$ cat config.mk
export PLATFORM = sky130hd
export DESIGN_NAME = cc_stamper
export DESIGN_NICKNAME = d
export VERILOG_FILES = /design/src/rtl/cc_stamp_pkg.sv /design/src/rtl/cc_pos_tracker.sv /design/src/rtl/cc_slot_table.sv /design/src/rtl/cc_byte_editor.sv /design/src/rtl/cc_stamper.sv
export SDC_FILE = /design/constraint.sdc
export NUM_CORES = 1
export LEC_CHECK = 0
export ABC_AREA = 1
export BUFFER_PORTS_ARGS = -buffer_cell sky130_fd_sc_hd__buf_4
export CORE_MARGIN = 10
export CORE_UTILIZATION = 58
export CTS_CLUSTER_SIZE = 14
export DETAILED_ROUTE_END_ITERATION = 16
export GPL_TIMING_DRIVEN = 0
export PLACE_DENSITY_LB_ADDON = 0.2
export SLEW_MARGIN = 25
export SYNTH_ARGS = -nofsm -noshare
export SYNTH_HDL_FRONTEND = slang
export SYNTH_SLANG_ARGS = --single-unit
$ cat constraint.sdc
create_clock -name clk -period 2 [get_ports clk]
set_input_delay 0.5 -clock clk [delete_from_list [all_inputs] [get_ports clk]]
set_output_delay 0.5 -clock clk [all_outputs]
set_load 0.005 [all_outputs]
$ cat src/rtl/cc_stamp_pkg.sv
package cc_stamp_pkg;
    localparam int            BYTE_W      = 8;
    localparam int            PID_W       = 13;
    localparam int            CC_W        = 4;
    localparam logic [12:0]   NULL_PID    = 13'h1FFF;
    localparam int            CC_BYTE_IDX = 3;
    localparam int            PKT_BYTES   = 188;

    typedef logic [CC_W-1:0]   cc_t;
    typedef logic [BYTE_W-1:0] byte_t;

    typedef enum logic [1:0] {
        ST_IDLE = 2'd0,
        ST_LEAD = 2'd1,
        ST_CC   = 2'd2,
        ST_BODY = 2'd3
    } pos_state_t;
endpackage

$ cat src/rtl/cc_pos_tracker.sv
module cc_pos_tracker
    import cc_stamp_pkg::*;
#(
    parameter int PKT_LEN = PKT_BYTES,
    localparam int IDX_W  = $clog2(PKT_LEN + 1)
) (
    input  logic       clk,
    input  logic       rst_n,
    input  logic       in_valid,
    input  logic       in_sop,
    output logic       stamp_now,
    output pos_state_t state_o
);
    pos_state_t       state_q, state_d;
    logic [IDX_W-1:0] idx_q, idx_d;

    // state register
    always_ff @(posedge clk) begin
        if (!rst_n) begin
            state_q <= ST_IDLE;
            idx_q   <= '0;
        end else begin
            state_q <= state_d;
            idx_q   <= idx_d;
        end
    end

    // next state
    always_comb begin
        state_d = state_q;
        idx_d   = idx_q;
        if (in_valid && in_sop) begin
            state_d = ST_LEAD;
            idx_d   = IDX_W'(1);
        end else if (in_valid) begin
            unique case (state_q)
                ST_IDLE: begin
                    state_d = ST_IDLE;
                    idx_d   = '0;
                end
                ST_LEAD: begin
                    idx_d = idx_q + IDX_W'(1);
                    if (idx_q == IDX_W'(CC_BYTE_IDX - 1))
                        state_d = ST_CC;
                end
                ST_CC: begin
                    idx_d   = idx_q + IDX_W'(1);
                    state_d = ST_BODY;
                end
                ST_BODY: begin
                    if (idx_q == IDX_W'(PKT_LEN - 1)) begin
                        idx_d   = '0;
                        state_d = ST_IDLE;
                    end else begin
                        idx_d = idx_q + IDX_W'(1);
                    end
                end
                default: begin
                    state_d = ST_IDLE;
                    idx_d   = '0;
                end
            endcase
        end
    end

    // outputs
    always_comb begin
        stamp_now = 1'b0;
        unique case (state_q)
            ST_CC:   stamp_now = in_valid && !in_sop;
            default: stamp_now = 1'b0;
        endcase
        state_o = state_q;
    end

    assert_idx_bound_R10: assert property (@(posedge clk) disable iff (!rst_n)
        idx_q < IDX_W'(PKT_LEN));

    assert_sop_restart_R7: assert property (@(posedge clk) disable iff (!rst_n)
        (in_valid && in_sop) |=> (state_q == ST_LEAD));

    assert_single_stamp_R5: assert property (@(posedge clk) disable iff (!rst_n)
        stamp_now |=> !stamp_now);
endmodule

$ cat src/rtl/cc_slot_table.sv
module cc_slot_table
    import cc_stamp_pkg::*;
#(
    parameter int NUM_SLOTS = 8,
    localparam int SLOT_W   = (NUM_SLOTS > 1) ? $clog2(NUM_SLOTS) : 1
) (
    input  logic              clk,
    input  logic              rst_n,
    input  logic [SLOT_W-1:0] rd_slot,
    output cc_t               rd_val,
    input  logic              bump
);
    cc_t cnt_q [NUM_SLOTS];

    for (genvar s = 0; s < NUM_SLOTS; s++) begin : g_slot
        always_ff @(posedge clk) begin
            if (!rst_n)
                cnt_q[s] <= '0;
            else if (bump && (rd_slot == SLOT_W'(s)))
                cnt_q[s] <= cnt_q[s] + cc_t'(1);
        end
    end

    always_comb begin
        rd_val = '0;
        for (int s = 0; s < NUM_SLOTS; s++)
            if (rd_slot == SLOT_W'(s))
                rd_val = cnt_q[s];
    end
endmodule

$ cat src/rtl/cc_byte_editor.sv
module cc_byte_editor
    import cc_stamp_pkg::*;
(
    input  logic  clk,
    input  logic  rst_n,
    input  logic  in_valid,
    input  logic  in_sop,
    input  byte_t in_data,
    input  logic  stamp_now,
    input  logic  null_pkt,
    input  cc_t   cc_val,
    output logic  out_valid,
    output logic  out_sop,
    output byte_t out_data
);
    byte_t edit_d;

    always_comb begin
        edit_d = in_data;
        if (stamp_now && !null_pkt)
            edit_d = {in_data[BYTE_W-1:CC_W], cc_val};
    end

    always_ff @(posedge clk) begin
        if (!rst_n) begin
            out_valid <= 1'b0;
            out_sop   <= 1'b0;
            out_data  <= '0;
        end else begin
            out_valid <= in_valid;
            out_sop   <= in_valid && in_sop;
            if (in_valid)
                out_data <= edit_d;
        end
    end

    assert_pass_R2: assert property (@(posedge clk) disable iff (!rst_n)
        (in_valid && !stamp_now) |=> (out_valid && out_data == $past(in_data)));

    assert_upper_keep_R3: assert property (@(posedge clk) disable iff (!rst_n)
        stamp_now |=> (out_data[7:4] == $past(in_data[7:4])));
endmodule

$ cat src/rtl/cc_stamper.sv
module cc_stamper
    import cc_stamp_pkg::*;
#(
    parameter int NUM_SLOTS = 8,
    parameter int PKT_LEN   = PKT_BYTES,
    localparam int SLOT_W   = (NUM_SLOTS > 1) ? $clog2(NUM_SLOTS) : 1
) (
    input  logic              clk,
    input  logic              rst_n,
    input  logic              in_valid,
    input  logic              in_sop,
    input  logic [7:0]        in_data,
    input  logic [12:0]       in_pid,
    input  logic [SLOT_W-1:0] in_slot,
    output logic              out_valid,
    output logic              out_sop,
    output logic [7:0]        out_data
);
    logic [SLOT_W-1:0] hold_slot;
    logic              hold_null;
    logic              stamp_now;
    logic              bump;
    pos_state_t        pos_state;
    cc_t               cc_rd;

    // hint capture on the start byte only
    always_ff @(posedge clk) begin
        if (!rst_n) begin
            hold_slot <= '0;
            hold_null <= 1'b0;
        end else if (in_valid && in_sop) begin
            hold_slot <= in_slot;
            hold_null <= (in_pid == NULL_PID);
        end
    end

    cc_pos_tracker #(.PKT_LEN(PKT_LEN)) pos_i (
        .clk      (clk),
        .rst_n    (rst_n),
        .in_valid (in_valid),
        .in_sop   (in_sop),
        .stamp_now(stamp_now),
        .state_o  (pos_state)
    );

    assign bump = stamp_now && !hold_null;

    cc_slot_table #(.NUM_SLOTS(NUM_SLOTS)) table_i (
        .clk    (clk),
        .rst_n  (rst_n),
        .rd_slot(hold_slot),
        .rd_val (cc_rd),
        .bump   (bump)
    );

    cc_byte_editor edit_i (
        .clk      (clk),
        .rst_n    (rst_n),
        .in_valid (in_valid),
        .in_sop   (in_sop),
        .in_data  (in_data),
        .stamp_now(stamp_now),
        .null_pkt (hold_null),
        .cc_val   (cc_rd),
        .out_valid(out_valid),
        .out_sop  (out_sop),
        .out_data (out_data)
    );

    assert_step_R5: assert property (@(posedge clk) disable iff (!rst_n)
        bump |=> (cc_rd == cc_t'($past(cc_rd) + 4'd1)));

    assert_wrap_R6: assert property (@(posedge clk) disable iff (!rst_n)
        (bump && cc_rd == 4'hF) |=> (cc_rd == 4'h0));

    assert_null_hold_R4: assert property (@(posedge clk) disable iff (!rst_n)
        (stamp_now && hold_null) |=> $stable(cc_rd));

    assert_stamp_state_R3: assert property (@(posedge clk) disable iff (!rst_n)
        stamp_now |-> (pos_state == ST_CC));
endmodule

# Word-level counts from Yosys, hierarchy flattened
# Memory sizes are Yosys's and may differ from the RTL's.
# Index checks and enable logic that the tools add are counted.
[op_classes]
muxes = 52
n_bitwise = 9
addsub = 9
eq_ne = 17
reduce_logical = 20
[ops]
columns = ["op", "count"]
rows = [
  ["two-way mux 4 bit", 17],
  ["adder 4 x 1 -> 4 bit (second input constant)", 8],
  ["two-way mux 1 bit", 30],
  ["one-hot mux 8 bit (3 select lines)", 1],
  ["== test 13 bit (second input constant)", 1],
  ["== test 3 bit (second input constant)", 4],
  ["logical AND 1 bit", 11],
  ["adder 8 x 1 -> 8 bit (second input constant)", 1],
  ["== test 8 x 2 -> 1 bit (second input constant)", 1],
  ["== test 8 bit (second input constant)", 1],
  ["two-way mux 8 bit", 1],
  ["OR 1 bit", 8],
  ["one-hot mux 2 bit (4 select lines)", 1],
  ["== test 3 x 2 -> 1 bit (second input constant)", 2],
  ["!= test 3 x 2 -> 1 bit (second input constant)", 2],
  ["AND reduction 3 bit", 2],
  ["== test 2 bit (second input constant)", 2],
  ["two-way mux 2 bit", 2],
  ["!= test 2 x 1 -> 1 bit (second input constant)", 2],
  ["OR reduction 2 bit", 2],
  ["== test 3 x 1 -> 1 bit (second input constant)", 1],
  ["zero test 3 bit", 1],
  ["== test 2 x 1 -> 1 bit (second input constant)", 1],
  ["zero test 1 bit", 2],
  ["3 further kinds", 3],
]
[word_totals]
elab_cells = 117
mem_count = 1
ram_bits = 32
input_bits = 28
register_bits = 24
[memory_table]
columns = ["name", "words", "word_bits", "read_ports", "rd_ports_with_merged_regs", "write_ports", "line", "rtl"]
rows = [
  ["table_i.cnt_q", 8, 4, 8, 0, 8, "cc_slot_table.sv:13", "cc_t cnt_q [NUM_SLOTS];"],
]

# Longest topological paths before layout
[depth]
ltp_word = 10
ltp_mapped = 10
depth_no_buf = 9

# Modules after synthesis
# Synthesis repeated with hierarchy kept, for this count alone.
[hier_totals]
hier_cells = 383
hier_area_um2 = 3163.0
[modules_own_cells]
columns = ["module", "seq_area_each_um2", "cells_each", "area_each_um2", "n_inst"]
rows = [
  ["cc_slot_table", 960.9, 195, 1868.0, 1],
  ["cc_pos_tracker", 200.2, 94, 670.6, 1],
  ["cc_byte_editor", 200.2, 58, 415.4, 1],
  ["cc_stamper", 80.1, 36, 209.0, 1],
]

# Least setup slack after synthesis
# OpenSTA, ideal clock, no wires.
[synth_path]
path_type = "input port to flip-flop"
start = "input port in_valid"
end = "memory table_i.cnt_q[1][10] in the netlist's numbering, enable pin"
path_slack_ns = 0.211
cell_stages = 6
path_buffers = 2
t_arrival_ns = 1.428
cell_sequence = "buf_4 -> inv_2 -> nor2_4 -> nand3_2 -> buf_2 -> o21ai_0"
[synth_rtl]
columns = ["item", "line", "rtl"]
rows = [
  ["start, declared", "cc_stamper.sv:10", "input logic in_valid,"],
  ["end, declared", "cc_slot_table.sv:13", ""],
]

==> impl_metrics.env <==
export IMPL_cts_max_path_buffers=2
export IMPL_cp_data_required_time_ns=1.95
export IMPL_ys_types=29
export IMPL_power_density_nw_per_um2=652
export IMPL_die_area_um2=8450
export IMPL_grt_max_degree=17
export IMPL_multi_input_comb_area_um2=1340
export IMPL_num_antenna_cells=0
export IMPL_fin_skew_ns=0.00908
export IMPL_p_comb_frac=0.109
export IMPL_clkTransAtPathRegs_ns=0.09
export IMPL_gr_total_overflow=0
export IMPL_clock_latency_ns=0.30
export IMPL_netlist_instances=356
export IMPL_hold_depth=3
export IMPL_drt_total_wl_um=6150
export IMPL_synth_edf_count=32
export IMPL_drv_slew=0
export IMPL_syn_nets=399
export IMPL_start_util=0.591
export IMPL_period_share=0.936
export IMPL_rows=26
export IMPL_gp_congestion=0.808
export IMPL_synth_seq_cells=56
export IMPL_hold_violations=0
export IMPL_htree_levels=2
export IMPL_p_int_uw=1740
export IMPL_nets=441
export IMPL_cts_tree="done"
export IMPL_worstHoldPathType="input pin to flip-flop"
export IMPL_drv_cap=0
export IMPL_synth_top_cell_by_area="edfxtp_1"
export IMPL_cpPeakStageDelay_ns=0.49
export IMPL_period_minus_slack_ns=1.87
export IMPL_synth_area_leaders="edfxtp_1 (32%), dfxtp_1 (16%), nor2_1 (8.5%), nand2_1 (6.8%), ha_1 (6.3%)"
export IMPL_post_cts_buffers=0
export IMPL_setup_viol=0
export IMPL_switchingPower_uw=510
export IMPL_synth_warnings=0
export IMPL_synth_top_area_share=0.320
export IMPL_synthTopCellsByCount="nor2_1 (68), nand2_1 (54), inv_1 (35), edfxtp_1 (32)"
export IMPL_antenna_found_initial=0
export IMPL_drive_gt1_frac=0.158
export IMPL_fillers=452
export IMPL_crit_path_end_kind="flip-flop"
export IMPL_drc=0
export IMPL_avgSynthCellArea_um2=8.42
export IMPL_die_w_um=91.9
export IMPL_worstSetupStartpointType="flip-flop"
export IMPL_grt_pass1_vias=2432
export IMPL_seq_area_frac_synth=0.481
export IMPL_first_pass_iters=4
export IMPL_cts_sinks=56
export IMPL_fmax_mhz=534
export IMPL_core_area_um2=5070
export IMPL_syn_cell_area_um2=3000
export IMPL_ys_flop_type="edfxtp_1"
export IMPL_ff2ff_path_depth=5
export IMPL_slew_headroom=0.606
export IMPL_power_total_uw=2250
export IMPL_fp_dieH_um=91.9
export IMPL_rsz0062_at_grt="false"
export IMPL_cp_arrival_ns=1.82
export IMPL_hold_path_end="hold_slot[2]$_SDFFE_PN0P_"
export IMPL_tightestPinTransition_ns=0.584
export IMPL_sw_frac_of_total=0.226
export IMPL_setup_slack_ns=0.129
export IMPL_drt_iter0_drc=120
export IMPL_grt_usage=0.152
export IMPL_outcome="finished, final reports clean"
export IMPL_wire_per_inst_um=13.1
export IMPL_hp_start="in_slot[2]"
export IMPL_fin_hold_ws_ns=0.409
export IMPL_numPortBuffers=35
export IMPL_grt_pass1_wl_um=10900
export IMPL_async_flop_share=0
export IMPL_crit_path_max_fanout=10
export IMPL_path_cells="inv_1, ha_1, nand3_2, buf_2, o21ai_0"
export IMPL_ant_nets=0
export IMPL_r2r_end="table_i.cnt_q[1][7]$_SDFFCE_PN0P_"
export IMPL_placed_cells=461
export IMPL_dp_slack_ns=-0.0844
export IMPL_regToRegSetupSlack_ns=0.13
export IMPL_cts_made_buffers=5
export IMPL_vias_per_cell=5.19
export IMPL_cpMaxStageDelayCell="o21ai_0"
export IMPL_area_delta_synth_final_pct=15.2
export IMPL_vias=2435
export IMPL_crit_type="flip-flop to flip-flop"
export IMPL_cts_root_buffer="clkbuf_8"
export IMPL_ir_worst_vdd_mv=0.457
export IMPL_power_leakage_uw=0.00143
export IMPL_finalNonFillerCells=469
export IMPL_seqCellArea_um2=1440
export IMPL_clkPwrFrac=0.316
export IMPL_pwr_share_seq=0.575
export IMPL_r2r_start="pos_i.state_o[0]$_SDFFE_PN0P_"
export IMPL_io_pins=38
export IMPL_yosysMostFrequentCell="nor2_1"
export IMPL_place_hpwl_um=4790
-- worst max-delay path by stage --
stage | startpoint | endpoint | slack (ns) | cells after the start
3_3_place_gp | in_valid | table_i.cnt_q[1][15]$_SDFFCE_PN0P_ | -0.06 | 6
4_1_cts | pos_i.state_o[0]$_SDFFE_PN0P_ | table_i.cnt_q[1][15]$_SDFFCE_PN0P_ | 0.1 | 5
3_5_place_dp | in_valid | table_i.cnt_q[1][15]$_SDFFCE_PN0P_ | -0.08 | 6
6_report | pos_i.state_o[0]$_SDFFE_PN0P_ | table_i.cnt_q[1][7]$_SDFFCE_PN0P_ | 0.13 | 5
2_1_floorplan | in_valid | table_i.cnt_q[1][10]$_SDFFCE_PN0P_ | 0.21 | 6
5_1_grt | pos_i.state_o[0]$_SDFFE_PN0P_ | table_i.cnt_q[1][11]$_SDFFCE_PN0P_ | 0.007 | 5
-- area by class of cell --
cell class | count | share of cell area
Buffer | 10 | 0.0177
Sequential cell | 56 | 0.417
Inverter | 42 | 0.0456
Timing Repair Buffer | 35 | 0.0760
Multi-Input combinational cell | 248 | 0.387
Clock buffer | 7 | 0.0221
Tap cell | 70 | 0.0253
Clock inverter | 1 | 0.00869
-- worst max-delay path, delay by kind of cell, from the launching register on --
kind	cells	cell delay, ns
AO/OA/AOI/OAI	1	0.49
adder cells (fa/ha/maj)	1	0.19
buffers and inverters	2	0.33
flip-flops	1	0.36
AND/OR/NAND/NOR	1	0.14
-- sequential cells by signal (all words and copies together) (netlist names) --
signal and cells:
hold_null 1, edit_i.out_data 8, table_i.cnt_q 32, edit_i.out_sop 1
hold_slot 3, pos_i.state_o 2, pos_i.idx_q 8, edit_i.out_valid 1
-- logic make-up (layout without fill, tap and decap cells) --
family / count (synthesis) / after routing / synth area share
and+or+nand+nor: 172 / 172 / 0.251
DFF: 56 / 56 / 0.481
AOI/OAI and AO/OA: 42 / 42 / 0.0772
buffers and inverters: 52 / 95 / 0.0730
adders and majority gates: 15 / 15 / 0.0626
xor gates and xnor gates: 19 / 19 / 0.0555
-- power groups by stage --
stage	Clock [uW]	Sequential, uW	Combinational [uW]
after global routing	774	1300	280
final	712	1300	246
after floorplan	0	1310	146
after global placement	0	1320	239
after detailed placement	0	1320	244
after CTS	732	1300	246
-- placed cells by master, fill, tap and decap left out, drive strengths merged --
| cell type | count |
|---|---|
| dfxtp | 24 |
| nor2 | 70 |
| xnor2 | 8 |
| bufinv | 1 |
| ha | 15 |
| o21ai | 27 |
| or2 | 1 |
| nand2 | 54 |
| nand4 | 12 |
| edfxtp | 32 |
| clkbuf | 10 |
| nor3 | 8 |
| o2111ai | 1 |
| inv | 42 |
| a21oi | 11 |
| o41ai | 2 |
| buf | 42 |
| xor2 | 11 |
| nand3 | 27 |
| o21bai | 1 |
-- through the flow --
| step | TNS [ns] | instance area (um^2) | util |
|---|---|---|---|
| after detailed placement | -1.07 | 3350 | 0.660 |
| after global placement | -0.752 | 3350 | 0.660 |
| final | 0 | 3460 | 0.681 |
| after global routing | 0 | 3460 | 0.681 |
| after floorplan | 0 | 3000 | - |
| after CTS | 0 | 3460 | 0.681 |
-- metal layers --
layer	wire (um)	GRT usage	up-vias
met4	41	0.0308	0
met1	2650	0.184	1114
met3	490	0.0579	6
met5	0	0	-
li1	-	-	1254
met2	2970	0.252	61
-- what timing repair did --
item | 4_1_cts | 5_1_grt
hold endpoints to repair | 0 | 0
hold buffers | 0 | 0
setup endpoints to repair | 0 | 8
resized for setup | 0 | 2
No activity file was read; power rests on OpenSTA's default activity.
